<file path="src/rtl/fdc_seq_pkg.sv">
package fdc_seq_pkg;
  localparam int MAX_CMD_BYTES = 9;
  localparam int MAX_RES_BYTES = 7;
  localparam int NUM_DRIVES    = 4;
  localparam int CIDX_W        = $clog2(MAX_CMD_BYTES + 1);
  localparam int RIDX_W        = $clog2(MAX_RES_BYTES + 1);
  localparam int RES_SLOTS     = 1 << RIDX_W;
  localparam int DRV_W         = $clog2(NUM_DRIVES);
  // command bytes kept for echo in results: drive/head byte up to sector size
  localparam int KEEP_LO       = 1;
  localparam int KEEP_HI       = 5;

  typedef enum logic [1:0] {PH_INIT, PH_CMD, PH_EXEC, PH_RES} phase_t;

  localparam logic [4:0] OP_SPECIFY   = 5'h03;
  localparam logic [4:0] OP_SENSE_DRV = 5'h04;
  localparam logic [4:0] OP_READ      = 5'h06;
  localparam logic [4:0] OP_RECAL     = 5'h07;
  localparam logic [4:0] OP_SENSE_INT = 5'h08;
  localparam logic [4:0] OP_SEEK      = 5'h0F;
  localparam logic [4:0] OP_CONFIG    = 5'h13;
  localparam logic [4:0] OP_VERSION   = 5'h18;

  localparam logic [7:0] ST0_INVALID  = 8'h80;
  localparam logic [7:0] VERSION_ID   = 8'h73;

  typedef struct packed {
    logic              known;
    logic [CIDX_W-1:0] cmd_len;
    logic [RIDX_W-1:0] res_len;
    logic              needs_exec;
    logic              sets_busy;
    logic              sense_int;
    logic              version;
  } cmd_info_t;
endpackage

</file>
<file path="src/rtl/fdc_cmd_decode.sv">
module fdc_cmd_decode
  import fdc_seq_pkg::*;
(
  input  logic [4:0] opcode,
  input  logic       ext_track_en,
  output cmd_info_t  info
);
  always_comb begin
    info = '0;
    case (opcode)
      OP_SPECIFY: begin
        info.known   = 1'b1;
        info.cmd_len = CIDX_W'(3);
      end
      OP_SENSE_DRV: begin
        info.known      = 1'b1;
        info.cmd_len    = CIDX_W'(2);
        info.res_len    = RIDX_W'(1);
        info.needs_exec = 1'b1;
      end
      OP_READ: begin
        info.known      = 1'b1;
        info.cmd_len    = CIDX_W'(9);
        info.res_len    = RIDX_W'(7);
        info.needs_exec = 1'b1;
      end
      OP_RECAL: begin
        info.known     = 1'b1;
        info.cmd_len   = CIDX_W'(2);
        info.sets_busy = 1'b1;
      end
      OP_SENSE_INT: begin
        info.known     = 1'b1;
        info.cmd_len   = CIDX_W'(1);
        info.res_len   = ext_track_en ? RIDX_W'(3) : RIDX_W'(2);
        info.sense_int = 1'b1;
      end
      OP_SEEK: begin
        info.known     = 1'b1;
        info.cmd_len   = ext_track_en ? CIDX_W'(4) : CIDX_W'(3);
        info.sets_busy = 1'b1;
      end
      OP_CONFIG: begin
        info.known   = 1'b1;
        info.cmd_len = CIDX_W'(4);
      end
      OP_VERSION: begin
        info.known   = 1'b1;
        info.cmd_len = CIDX_W'(1);
        info.res_len = RIDX_W'(1);
        info.version = 1'b1;
      end
      default: info = '0;
    endcase
  end
endmodule

</file>
<file path="src/rtl/fdc_cmd_buf.sv">
module fdc_cmd_buf
  import fdc_seq_pkg::*;
(
  input  logic                          clk,
  input  logic                          rst_n,
  input  logic                          wr_en,
  input  logic [CIDX_W-1:0]             wr_idx,
  input  logic [7:0]                    wr_data,
  output logic [KEEP_HI:KEEP_LO][7:0]   kept
);
  for (genvar i = KEEP_LO; i <= KEEP_HI; i++) begin : g_slot
    always_ff @(posedge clk) begin
      if (!rst_n)                                 kept[i] <= '0;
      else if (wr_en && wr_idx == CIDX_W'(i))     kept[i] <= wr_data;
    end

    assert_buf_capture_R10: assert property (@(posedge clk) disable iff (!rst_n)
      (wr_en && wr_idx == CIDX_W'(i)) |=> kept[i] == $past(wr_data))
      else $error("command byte %0d not captured", i);
  end
endmodule

</file>
<file path="src/rtl/fdc_drive_busy.sv">
module fdc_drive_busy
  import fdc_seq_pkg::*;
(
  input  logic                  clk,
  input  logic                  rst_n,
  input  logic                  set_en,
  input  logic [DRV_W-1:0]      set_drv,
  input  logic                  clr_en,
  input  logic [DRV_W-1:0]      clr_drv,
  output logic [NUM_DRIVES-1:0] busy
);
  for (genvar i = 0; i < NUM_DRIVES; i++) begin : g_drv
    always_ff @(posedge clk) begin
      if (!rst_n)                                  busy[i] <= 1'b0;
      else if (set_en && set_drv == DRV_W'(i))     busy[i] <= 1'b1;
      else if (clr_en && clr_drv == DRV_W'(i))     busy[i] <= 1'b0;
    end

    assert_busy_rise_R9: assert property (@(posedge clk) disable iff (!rst_n)
      $rose(busy[i]) |-> $past(set_en && set_drv == DRV_W'(i)))
      else $error("drive %0d busy set without seek", i);

    assert_busy_fall_R9: assert property (@(posedge clk) disable iff (!rst_n)
      $fell(busy[i]) |-> $past(clr_en && clr_drv == DRV_W'(i)))
      else $error("drive %0d busy cleared without sense", i);
  end
endmodule

</file>
<file path="src/rtl/fdc_phase_seq.sv">
module fdc_phase_seq
  import fdc_seq_pkg::*;
#(
  parameter int INIT_CYCLES = 64
) (
  input  logic       clk,
  input  logic       rst_n,
  input  logic       ext_track_en,
  input  logic       nondma_mode,
  input  logic       host_wr_valid,
  output logic       host_wr_ready,
  input  logic [7:0] host_wr_data,
  output logic       host_rd_valid,
  input  logic       host_rd_ready,
  output logic [7:0] host_rd_data,
  output logic [7:0] msr,
  output logic       exec_start,
  output logic [4:0] exec_opcode,
  input  logic       exec_done,
  input  logic [7:0] exec_st0,
  input  logic [7:0] exec_st1,
  input  logic [7:0] exec_st2,
  input  logic [7:0] sense_st0,
  input  logic [7:0] sense_pcn,
  input  logic [7:0] sense_pcn_hi
);
  localparam int INIT_W = $clog2(INIT_CYCLES + 1);

  phase_t                     phase_q;
  logic                       gap_q;
  logic [INIT_W-1:0]          init_cnt_q;
  logic [CIDX_W-1:0]          widx_q;
  logic [RIDX_W-1:0]          ridx_q;
  logic [RIDX_W-1:0]          rlen_q;
  logic                       cb_q;
  logic                       sint_q;
  logic [4:0]                 op_q;
  logic                       exec_start_q;
  logic [RES_SLOTS-1:0][7:0]  res_q;

  logic                       rqm, dio, ndma;
  logic                       wr_fire, rd_fire, last_byte;
  logic [4:0]                 dec_op;
  cmd_info_t                  info;
  logic [KEEP_HI:KEEP_LO][7:0] kept;
  logic [NUM_DRIVES-1:0]      busy;
  logic [7:0]                 drv_byte;

  // handshake and status
  assign rqm           = (phase_q == PH_CMD || phase_q == PH_RES) && !gap_q;
  assign dio           = (phase_q == PH_RES);
  assign ndma          = (phase_q == PH_EXEC) && nondma_mode;
  assign host_wr_ready = rqm && !dio;
  assign host_rd_valid = rqm && dio;
  assign wr_fire       = host_wr_valid && host_wr_ready;
  assign rd_fire       = host_rd_valid && host_rd_ready;
  assign host_rd_data  = res_q[ridx_q];
  assign msr           = {rqm, dio, ndma, cb_q, busy};
  assign exec_start    = exec_start_q;
  assign exec_opcode   = op_q;

  // decode the byte on the bus for the opcode, the latched opcode afterwards
  assign dec_op = (phase_q == PH_CMD && widx_q == '0) ? host_wr_data[4:0] : op_q;

  fdc_cmd_decode u_dec (
    .opcode       (dec_op),
    .ext_track_en (ext_track_en),
    .info         (info)
  );

  assign last_byte = wr_fire && info.known && (widx_q == info.cmd_len - CIDX_W'(1));

  fdc_cmd_buf u_buf (
    .clk     (clk),
    .rst_n   (rst_n),
    .wr_en   (wr_fire),
    .wr_idx  (widx_q),
    .wr_data (host_wr_data),
    .kept    (kept)
  );

  assign drv_byte = (widx_q == CIDX_W'(1)) ? host_wr_data : kept[1];

  fdc_drive_busy u_busy (
    .clk     (clk),
    .rst_n   (rst_n),
    .set_en  (last_byte && info.sets_busy),
    .set_drv (drv_byte[DRV_W-1:0]),
    .clr_en  (rd_fire && sint_q && ridx_q == '0),
    .clr_drv (res_q[0][DRV_W-1:0]),
    .busy    (busy)
  );

  always_ff @(posedge clk) begin
    if (!rst_n) begin
      phase_q      <= PH_INIT;
      gap_q        <= 1'b0;
      init_cnt_q   <= '0;
      widx_q       <= '0;
      ridx_q       <= '0;
      rlen_q       <= '0;
      cb_q         <= 1'b0;
      sint_q       <= 1'b0;
      op_q         <= '0;
      exec_start_q <= 1'b0;
      res_q        <= '0;
    end else begin
      exec_start_q <= 1'b0;
      gap_q        <= wr_fire || rd_fire;
      case (phase_q)
        PH_INIT: begin
          if (init_cnt_q == INIT_W'(INIT_CYCLES - 1)) phase_q <= PH_CMD;
          else                                        init_cnt_q <= init_cnt_q + 1'b1;
        end
        PH_CMD: begin
          if (wr_fire) begin
            cb_q <= 1'b1;
            if (widx_q == '0) begin
              op_q   <= host_wr_data[4:0];
              sint_q <= info.sense_int;
            end
            if (!info.known) begin
              res_q[0] <= ST0_INVALID;
              rlen_q   <= RIDX_W'(1);
              ridx_q   <= '0;
              widx_q   <= '0;
              sint_q   <= 1'b0;
              phase_q  <= PH_RES;
            end else if (last_byte) begin
              widx_q <= '0;
              if (info.needs_exec) begin
                phase_q      <= PH_EXEC;
                exec_start_q <= 1'b1;
              end else if (info.res_len != '0) begin
                phase_q <= PH_RES;
                rlen_q  <= info.res_len;
                ridx_q  <= '0;
                if (info.version) res_q[0] <= VERSION_ID;
                if (info.sense_int) begin
                  res_q[0] <= sense_st0;
                  res_q[1] <= sense_pcn;
                  res_q[2] <= sense_pcn_hi;
                end
              end else begin
                cb_q <= 1'b0;
              end
            end else begin
              widx_q <= widx_q + 1'b1;
            end
          end
        end
        PH_EXEC: begin
          if (exec_done) begin
            res_q[0] <= exec_st0;
            res_q[1] <= exec_st1;
            res_q[2] <= exec_st2;
            for (int k = 2; k <= KEEP_HI; k++) res_q[k + 1] <= kept[k];
            rlen_q  <= info.res_len;
            ridx_q  <= '0;
            phase_q <= PH_RES;
          end
        end
        PH_RES: begin
          if (rd_fire) begin
            if (ridx_q == rlen_q - RIDX_W'(1)) begin
              phase_q <= PH_CMD;
              cb_q    <= 1'b0;
              sint_q  <= 1'b0;
              ridx_q  <= '0;
            end else begin
              ridx_q <= ridx_q + 1'b1;
            end
          end
        end
        default: phase_q <= PH_INIT;
      endcase
    end
  end

  assert_init_quiet_R1: assert property (@(posedge clk) disable iff (!rst_n)
    (phase_q == PH_INIT) |-> (msr == 8'h00 && !host_wr_ready && !host_rd_valid))
    else $error("status not quiet during init");

  assert_gap_after_write_R2: assert property (@(posedge clk) disable iff (!rst_n)
    wr_fire |=> !msr[7])
    else $error("request-for-master stayed high after write");

  assert_gap_after_read_R2: assert property (@(posedge clk) disable iff (!rst_n)
    rd_fire |=> !msr[7])
    else $error("request-for-master stayed high after read");

  assert_busy_on_first_R4: assert property (@(posedge clk) disable iff (!rst_n)
    (wr_fire && widx_q == '0) |=> msr[4])
    else $error("command busy not set by opcode");

  assert_invalid_answer_R7: assert property (@(posedge clk) disable iff (!rst_n)
    (wr_fire && widx_q == '0 && !info.known) |=> (msr[6] && host_rd_data == ST0_INVALID))
    else $error("invalid opcode not answered with 80h");

  assert_version_R8: assert property (@(posedge clk) disable iff (!rst_n)
    (wr_fire && widx_q == '0 && host_wr_data[4:0] == OP_VERSION) |=> host_rd_data == VERSION_ID)
    else $error("version answer wrong");

  assert_exec_pulse_R10: assert property (@(posedge clk) disable iff (!rst_n)
    exec_start |-> (msr[7:6] == 2'b00 && $past(wr_fire)))
    else $error("exec start outside command end");

  assert_ignore_write_R12: assert property (@(posedge clk) disable iff (!rst_n)
    (host_wr_valid && msr[6]) |=> ($stable(op_q) && $stable(widx_q)))
    else $error("write during result phase changed state");
endmodule

</file>
<file path="config.mk">
export PLATFORM = sky130hd
export DESIGN_NAME = fdc_phase_seq
export DESIGN_NICKNAME = d
export VERILOG_FILES = /design/src/rtl/fdc_seq_pkg.sv /design/src/rtl/fdc_cmd_decode.sv /design/src/rtl/fdc_cmd_buf.sv /design/src/rtl/fdc_drive_busy.sv /design/src/rtl/fdc_phase_seq.sv
export SDC_FILE = /design/constraint.sdc
export NUM_CORES = 1
export LEC_CHECK = 0
export ABC_AREA = 1
export BUFFER_PORTS_ARGS = -buffer_cell sky130_fd_sc_hd__buf_2
export CAP_MARGIN = 20
export CORE_UTILIZATION = 54
export CTS_BUF_LIST = sky130_fd_sc_hd__clkbuf_8
export CTS_CLUSTER_SIZE = 25
export DETAILED_ROUTE_END_ITERATION = 6
export PLACE_DENSITY = 0.78
export RECOVER_POWER = 50
export SLEW_MARGIN = 40
export SYNTH_ARGS = -nofsm -noshare
export SYNTH_HDL_FRONTEND = slang
export SYNTH_SLANG_ARGS = --single-unit
</file>
<file path="constraint.sdc">
create_clock -name clk -period 3.05 [get_ports clk]
set_clock_uncertainty 0.05 [all_clocks]
set_input_delay 0.305 -clock clk [delete_from_list [all_inputs] [get_ports clk]]
set_output_delay 0.305 -clock clk [all_outputs]
set_load 0.02 [all_outputs]
</file>
======== Word level (Yosys, flattened, before mapping) ========
Cells that the tools add are included.
storage, ports and cells
  register bits after elaboration ......... 122
  input bits .............................. 63
  logic and storage cells ................. 204
operators by class
  $add $sub $neg .......................... 5
  order comparisons ....................... 1
  equality and inequality tests ........... 41
  mux-type cells .......................... 71
  bitwise logic cells ..................... 1
  reductions and logical operators ........ 59
operators with widths
  operator                                                number
  2-to-1 mux 24 bit                                       6
  one-hot mux 24 bit (2 select lines)                     1
  2-to-1 mux 3 bit                                        15
  one-hot mux 5 bit (6 select lines)                      1
  logical AND 1 bit                                       25
  binary-select mux 8 bit (select 3 bit)                  1
  2-to-1 mux 1 bit                                        24
  2-to-1 mux 8 bit                                        3
  AND reduction 7 bit                                     3
  2-to-1 mux 2 bit                                        10
  one-hot mux 3 bit (3 select lines)                      2
  2-to-1 mux 16 bit                                       1
  equality test 5 x 3 -> 1 bit (second input constant)    3
  equality test 2 bit (second input constant)             6
  inequality test 2 bit (second input constant)           6
  nonzero test 2 bit                                      6
  equality test 5 x 4 -> 1 bit (second input constant)    2
  equality test 5 bit (second input constant)             2
  AND reduction 5 bit                                     2
  OR reduction 2 bit                                      5
  equality test 4 x 2 -> 1 bit (second input constant)    2
  equality test 4 x 3 -> 1 bit (second input constant)    2
  2-to-1 mux 4 bit                                        2
  inequality test 2 x 1 -> 1 bit (second input constant)  4
  32 further kinds                                        44

======== Depth between registers and ports, before layout ========
  depth after elaboration ................. 13
  depth in mapped cells ................... 22
  gate-level depth less buffers ........... 21

======== By module ========
From an unflattened synthesis, not the netlist that was laid out.
unflattened totals
  cell total of the unflattened synthesis .. 1,016
  area, all modules ....................... 6,731.5 µm²
by module, submodules not included
  module          times used  cells each  area an instance (µm²)
  fdc_phase_seq   1           703         4,658.2
  fdc_cmd_buf     1           244         1,710.4
  fdc_cmd_decode  1           43          186.4
  fdc_drive_busy  1           26          176.4

======== Worst setup path after synthesis ========
No wires, ideal clock.
  path kind ............................... register to register
  start ................................... register widx_q[0]
  end ..................................... register res_q[10] (netlist bit)
  arrival ................................. 2,870 ps
  slack ................................... -3 ps
  cell stages (with the launch flop) ...... 21
  path buffers ............................ 2
  clock period less this slack ............ 3,053 ps
  path through ............................ dfxtp_1 inv_1 ha_1 buf_2 nand4_1 nand2_2 nand2_2 nor2_2 nand2_1 and3_1 ha_1 xnor2_1 nor2_1 nand2_2 nor2_4 nand3_4 nand2_4 nand2_4 buf_4 nand2_1 a21oi_1
between the ends
  cells in the longest elaborated chain, start to end .. 11
  elaborated cells on any way between the ends .. 30
  classes of those cells .................. add/sub: 1; eq/ne: 14; mux: 5; reduce/logical: 10
RTL lines
  element                                               line                  text
  start, declared                                       fdc_phase_seq.sv:32   logic [CIDX_W-1:0] widx_q;
  start signal, assigned                                fdc_phase_seq.sv:148  widx_q <= widx_q + 1'b1;
  zero test 4 bit                                       fdc_phase_seq.sv:63   assign dec_op = (phase_q == PH_CMD && widx_q == '0) ? host_wr_data[4:0] : op_q;
  logical AND 1 bit                                     fdc_phase_seq.sv:63
  2-to-1 mux 5 bit                                      fdc_phase_seq.sv:63
  equality test 5 x 4 -> 1 bit (tied with other cells)  fdc_cmd_decode.sv:10  case (opcode)
  OR reduction 2 bit (no source line)                   -
  one-hot mux 5 bit (6 select lines)                    fdc_cmd_decode.sv:10
  subtractor 4 x 1 -> 4 bit                             fdc_phase_seq.sv:71   assign last_byte = wr_fire && info.known && (widx_q == info.cmd_len - CIDX_W'(1));
  equality test 4 bit                                   fdc_phase_seq.sv:71
  logical AND 1 bit                                     fdc_phase_seq.sv:71
  inequality test 2 bit (no source line)                -
  AND reduction 8 bit (no source line) *                -
  end, declared                                         fdc_phase_seq.sv:39   logic [RES_SLOTS-1:0][7:0] res_q;
Mark *: on every way between the ends. The rest lies on a longest branch, timed or not.
A chain may end at the register's enable or synchronous reset.

======== Worst setup path in the final report ========
  start ................................... register phase_q[1]
  end ..................................... register phase_q[0]
between the ends
  cells in the longest elaborated chain, start to end .. 11
  elaborated cells on any way between the ends .. 46
  classes of those cells .................. add/sub: 1; eq/ne: 19; mux: 9; reduce/logical: 17
RTL lines
  element                                                                                            line                                                            text
  start, declared                                                                                    fdc_phase_seq.sv:29                                             phase_t phase_q;
  start signal, assigned                                                                             fdc_phase_seq.sv:96                                             phase_q <= PH_INIT;
  start signal, assigned                                                                             fdc_phase_seq.sv:112                                            if (init_cnt_q == INIT_W'(INIT_CYCLES - 1)) phase_q <= PH_CMD;
  start signal, assigned                                                                             fdc_phase_seq.sv:128                                            phase_q <= PH_RES;
  equality test 2 x 1 -> 1 bit                                                                       fdc_phase_seq.sv:50, fdc_phase_seq.sv:63, fdc_phase_seq.sv:110
  logical AND 1 bit                                                                                  fdc_phase_seq.sv:63
  2-to-1 mux 5 bit                                                                                   fdc_phase_seq.sv:63
  equality test 5 x 4 -> 1 bit (tied with other cells)                                               fdc_cmd_decode.sv:10
  OR reduction 2 bit (no source line)                                                                -
  one-hot mux 5 bit (6 select lines) / 2-to-1 mux 1 bit (equally long branches)                      fdc_cmd_decode.sv:10
  subtractor 4 x 1 -> 4 bit / 2-to-1 mux 2 bit (equally long branches)                               fdc_phase_seq.sv:71, fdc_phase_seq.sv:131
  equality test 4 bit / 2-to-1 mux 2 bit (equally long branches)                                     fdc_phase_seq.sv:71, fdc_phase_seq.sv:129
  logical AND 1 bit / 2-to-1 mux 2 bit (equally long branches)                                       fdc_phase_seq.sv:71, fdc_phase_seq.sv:122
  inequality test 3 bit (no source line) / 2-to-1 mux 2 bit (equally long branches)                  -
  AND reduction 7 bit (no source line) / one-hot mux 2 bit (4 select lines) (equally long branches)  -
Parallel ways exist; a longest one is shown, timed or not. The select of a mux whose other input is x is not followed.

==> summary.txt <==
Run status
  – Outcome: finished, violations left
  – Failing checks: DRC, setup timing

Synth
  – Yosys cell types: 38
  – Synth Register Bits: 122
  – Synth warn: 0
  – Ys flop type: dfxtp_1
  – Synth Area in Compound Gates: 19.3%
  – Simple-Gate Fraction of Synth Area: 29.4%
  – Commonest cells post-synth: nor2_1 (153), nand2_1 (150), o21ai_0 (124)
  – Area leader, netlist: dfxtp_1
  – Post-synthesis cell area: 6220 µm²
  – Synth top area share: 39.3%
  – Largest family of logic cells by synthesized area: simple AND/OR/NAND/NOR gates
  – Avg Inst Size Synth: 6.85 µm²
  – Ys async rst share: 0%
  – Syn Inst Count: 908
  – Mux cell area share after synthesis: 0%
  – Synth Area in XOR/XNOR: 1.13%
  – Synth Net Count: 985
  – Post-synth EDFFs: 0
  – Synth area leaders: dfxtp_1 (39%), o21ai_0 (10%), nor2_1 (9.2%), nand2_1 (9.1%), a21oi_1 (6.8%)
  – Adder-Cell Fraction of Synth Area: 2.82%
  – Count leader, synth: nor2_1
  – Sequential area share after synthesis: 39.3%

Setup path
  – Critical path data arrival time: 3410 ps
  – Critical Path RT: 3380 ps
  – Buf/Inv on CP: 4
  – Critical-path cell list: inv_2 > ha_4 > buf_6 > nand4_1 > nand2_2 > buf_6 > nor2_1 > nand2_1 > nand2_1 > nor2_2 > ha_4 > xnor2_1 > nor2_1 > nand2_2 > nor2_4 > nand3_4 > buf_6 > nand2_8 > nand2_4 > nand2_2 > nand2_1 > nor2_1
  – Startpoint Class: flop
  – Delay-heaviest family, CP: simple AND/OR/NAND/NOR gates
  – CP Capture Type: flop
  – Reg2reg setup slack: -30 ps
  – Crit Path Max Fanout: 6
  – Delay of the slowest critical-path stage: 330 ps
  – Crit Path Category: flop to flop
  – Worst path slowest cell: dfxtp_2

GRT
  – Total Routing Usage GR: 30.0%
  – Vias in the first global route: 5,683
  – Largest net degree at the start of global routing: 80
  – First-pass GRT wire length: 27,200 µm
  – Remaining Overflow, GRT: 0
  – Initial antenna violation count: 0

Clock network
  – Clk sinks: 122
  – H-tree Lvls: 4
  – Worst-skew pair later-pin latency: 460 ps
  – Clock buffer depth: 2
  – CTS Root Cell: clkbuf_8
  – TritonCTS Buffers: 17
  – TritonCTS clock tree: yes
  – CTS clk-pin slew, worst paths: 70 ps

Placement
  – Port Buf Inserts: 86
  – Gpl congestion: 0.901
  – Placed Cells: 1,126
  – Detail Placement HPWL: 11,900 µm
  – Dpl cell area: 6920 µm²

STA
  – Final setup violation count: 2
  – Final worst-path cycle share: 101%
  – Fin worst setup slack: -32.9 ps
  – Slew HR: 48.4%
  – Final Max Slew Viols: 0
  – Post-route setup TNS: -40.9 ps
  – RSZ-0062 raised after global routing: true
  – Min Hold Slack: 91.4 ps
  – Least-Margin Pin Slew: 773 ps
  – Post-route minimum period: 3080 ps
  – Final hold viol count: 0
  – Max Freq: 0.324 GHz

Flow run
  – Maxcap violations: 0

Final layout
  – Antenna cells: 0
  – Final core occ: 70.6%
  – Final net count: 1,104
  – Non-filler cells, final: 1,180
  – Area Growth Syn to Fin: 25.2%
  – Layout cells sized above 1: 25.1%
  – Cell area after layout: 7790 µm²

Die
  – Io pins: 87
  – Die span in y: 109 µm
  – DIE AREA: 12,000 µm²
  – Core Rows: 38
  – Core ar.: 11,000 µm²
  – DIE WIDTH: 109 µm
  – Initial core utilization: 56.4%

Routing
  – DRT iter0 DRCs: 579
  – Post-detailed-route via-to-cell ratio: 5.53
  – Post-route DRC: 2
  – Total Wirelength: 18,200 µm
  – Final ANT Viol Nets: 0
  – Drt first pass iters: 7
  – Via count: 6,524
  – Average wire per standard cell: 15.4 µm

Pwr
  – Lkg Pwr: 3.26 nW
  – VDD IR max: 556 µV
  – Power per Cell Area: 776 nW/µm²

Worst hold path
  – Hold WC Path Type: primary input to flop
==> sequential cells by signal (all words and copies together) (netlist names) <==
register     flops
gap_q            1
phase_q          2
res_q           56
rlen_q           3
u_busy.busy      4
exec_opcode      5
ridx_q           3
sint_q           1
cb_q             1
init_cnt_q       7
u_buf.kept      34
exec_start       1
widx_q           4
==> worst reg2reg max path, cell delays in order (launching register included) <==
cell     delay, ps
dfxtp_2        330
inv_2           80
ha_4           180
buf_6          130
nand4_1        160
nand2_2        180
buf_6          120
nor2_1          30
nand2_1         90
nand2_1         80
nor2_2         180
ha_4           220
xnor2_1        110
nor2_1         140
nand2_2         90
nor2_4         100
nand3_4        180
buf_6          190
nand2_8         90
nand2_4         50
nand2_2         50
nand2_1         40
nor2_1         140
==> final cells by class <==
cell class | instances | area (µm²)
multi-input combinational | 673 | 3540
fill | 926 | 3240
sequential | 122 | 2450
timing repair buffer | 153 | 991
clock buffer | 17 | 234
inverter | 60 | 231
tap | 140 | 175
clock inverter | 15 | 174
==> layout by cell type (no fill, tap or decap), types with 7 or more instances in the layout <==
master    Yosys  layout
nor2_1      153     149
nand2_1     150     139
o21ai_0     124     124
dfxtp_1     122     118
a21oi_1      85      80
buf_2         1      77
buf_4         8      54
inv_1        53      48
nand3_1      60      41
nand2_2      11      20
nand3_2       1      19
clkbuf_8      0      17
nand4_1      13      13
ha_1         14      11
clkbuf_1     34      11
nor3_1       10       9
a31oi_1       9       9
inv_2         5       8
nor2_4        5       7
buf_6         6       7
==> stage by stage <==
stage / setup slack [ps] / power, mW
after floorplan: 25.0 / 3.54
after global placement: 16.6 / 4.16
after detailed placement: -77.5 / 4.18
after CTS: 3.34 / 5.77
after global routing: -175 / 6.41
final: -32.9 / 6.04
==> what timing repair did <==
item,4_1_cts,5_1_grt
endpoints found under the hold margin,0,0
endpoints found under the setup margin,31,43
gates cloned,1,3
gates resized for setup,15,58
pin swaps,8,37
setup buffers,9,9
hold buffers,0,0
==> final timing paths <==
check | startpoint | endpoint | depth (start not counted)
min reg2reg | init_cnt_q[6]$_SDFFE_PN0P_ | init_cnt_q[6]$_SDFFE_PN0P_ | 2
min | host_rd_ready | gap_q$_SDFF_PN0_ | 3
max | phase_q[1]$_SDFFE_PN0P_ | phase_q[0]$_SDFFE_PN0P_ | 22
max reg2reg | phase_q[1]$_SDFFE_PN0P_ | phase_q[0]$_SDFFE_PN0P_ | 22
==> power breakdown <==
part,switching [mW],total (mW),internal (mW),leakage (nW)
logic,1.74,2.72,0.989,2.08
registers,0.106,1.82,1.71,0.986
clock network,0.693,1.50,0.806,0.195
total,2.53,6.04,3.51,3.26
==> cells by family (layout without fill, tap and decap cells) <==
kind of cell,count (synthesis),in the layout
compound gates,232,232
simple gates,418,419
buf+inv,114,245
fa+ha+maj,14,14
flops,122,122
xor+xnor,8,8
==> routing by layer <==
metal  GRT usage [%]  vias up  wire, µm
li1                -     3250         -
met1            38.7     2946      7860
met2            48.1      276      8350
met5               0        -         0
met4            13.0        0       651
met3            6.94       52      1330
No activity file was read; power rests on OpenSTA's default activity.
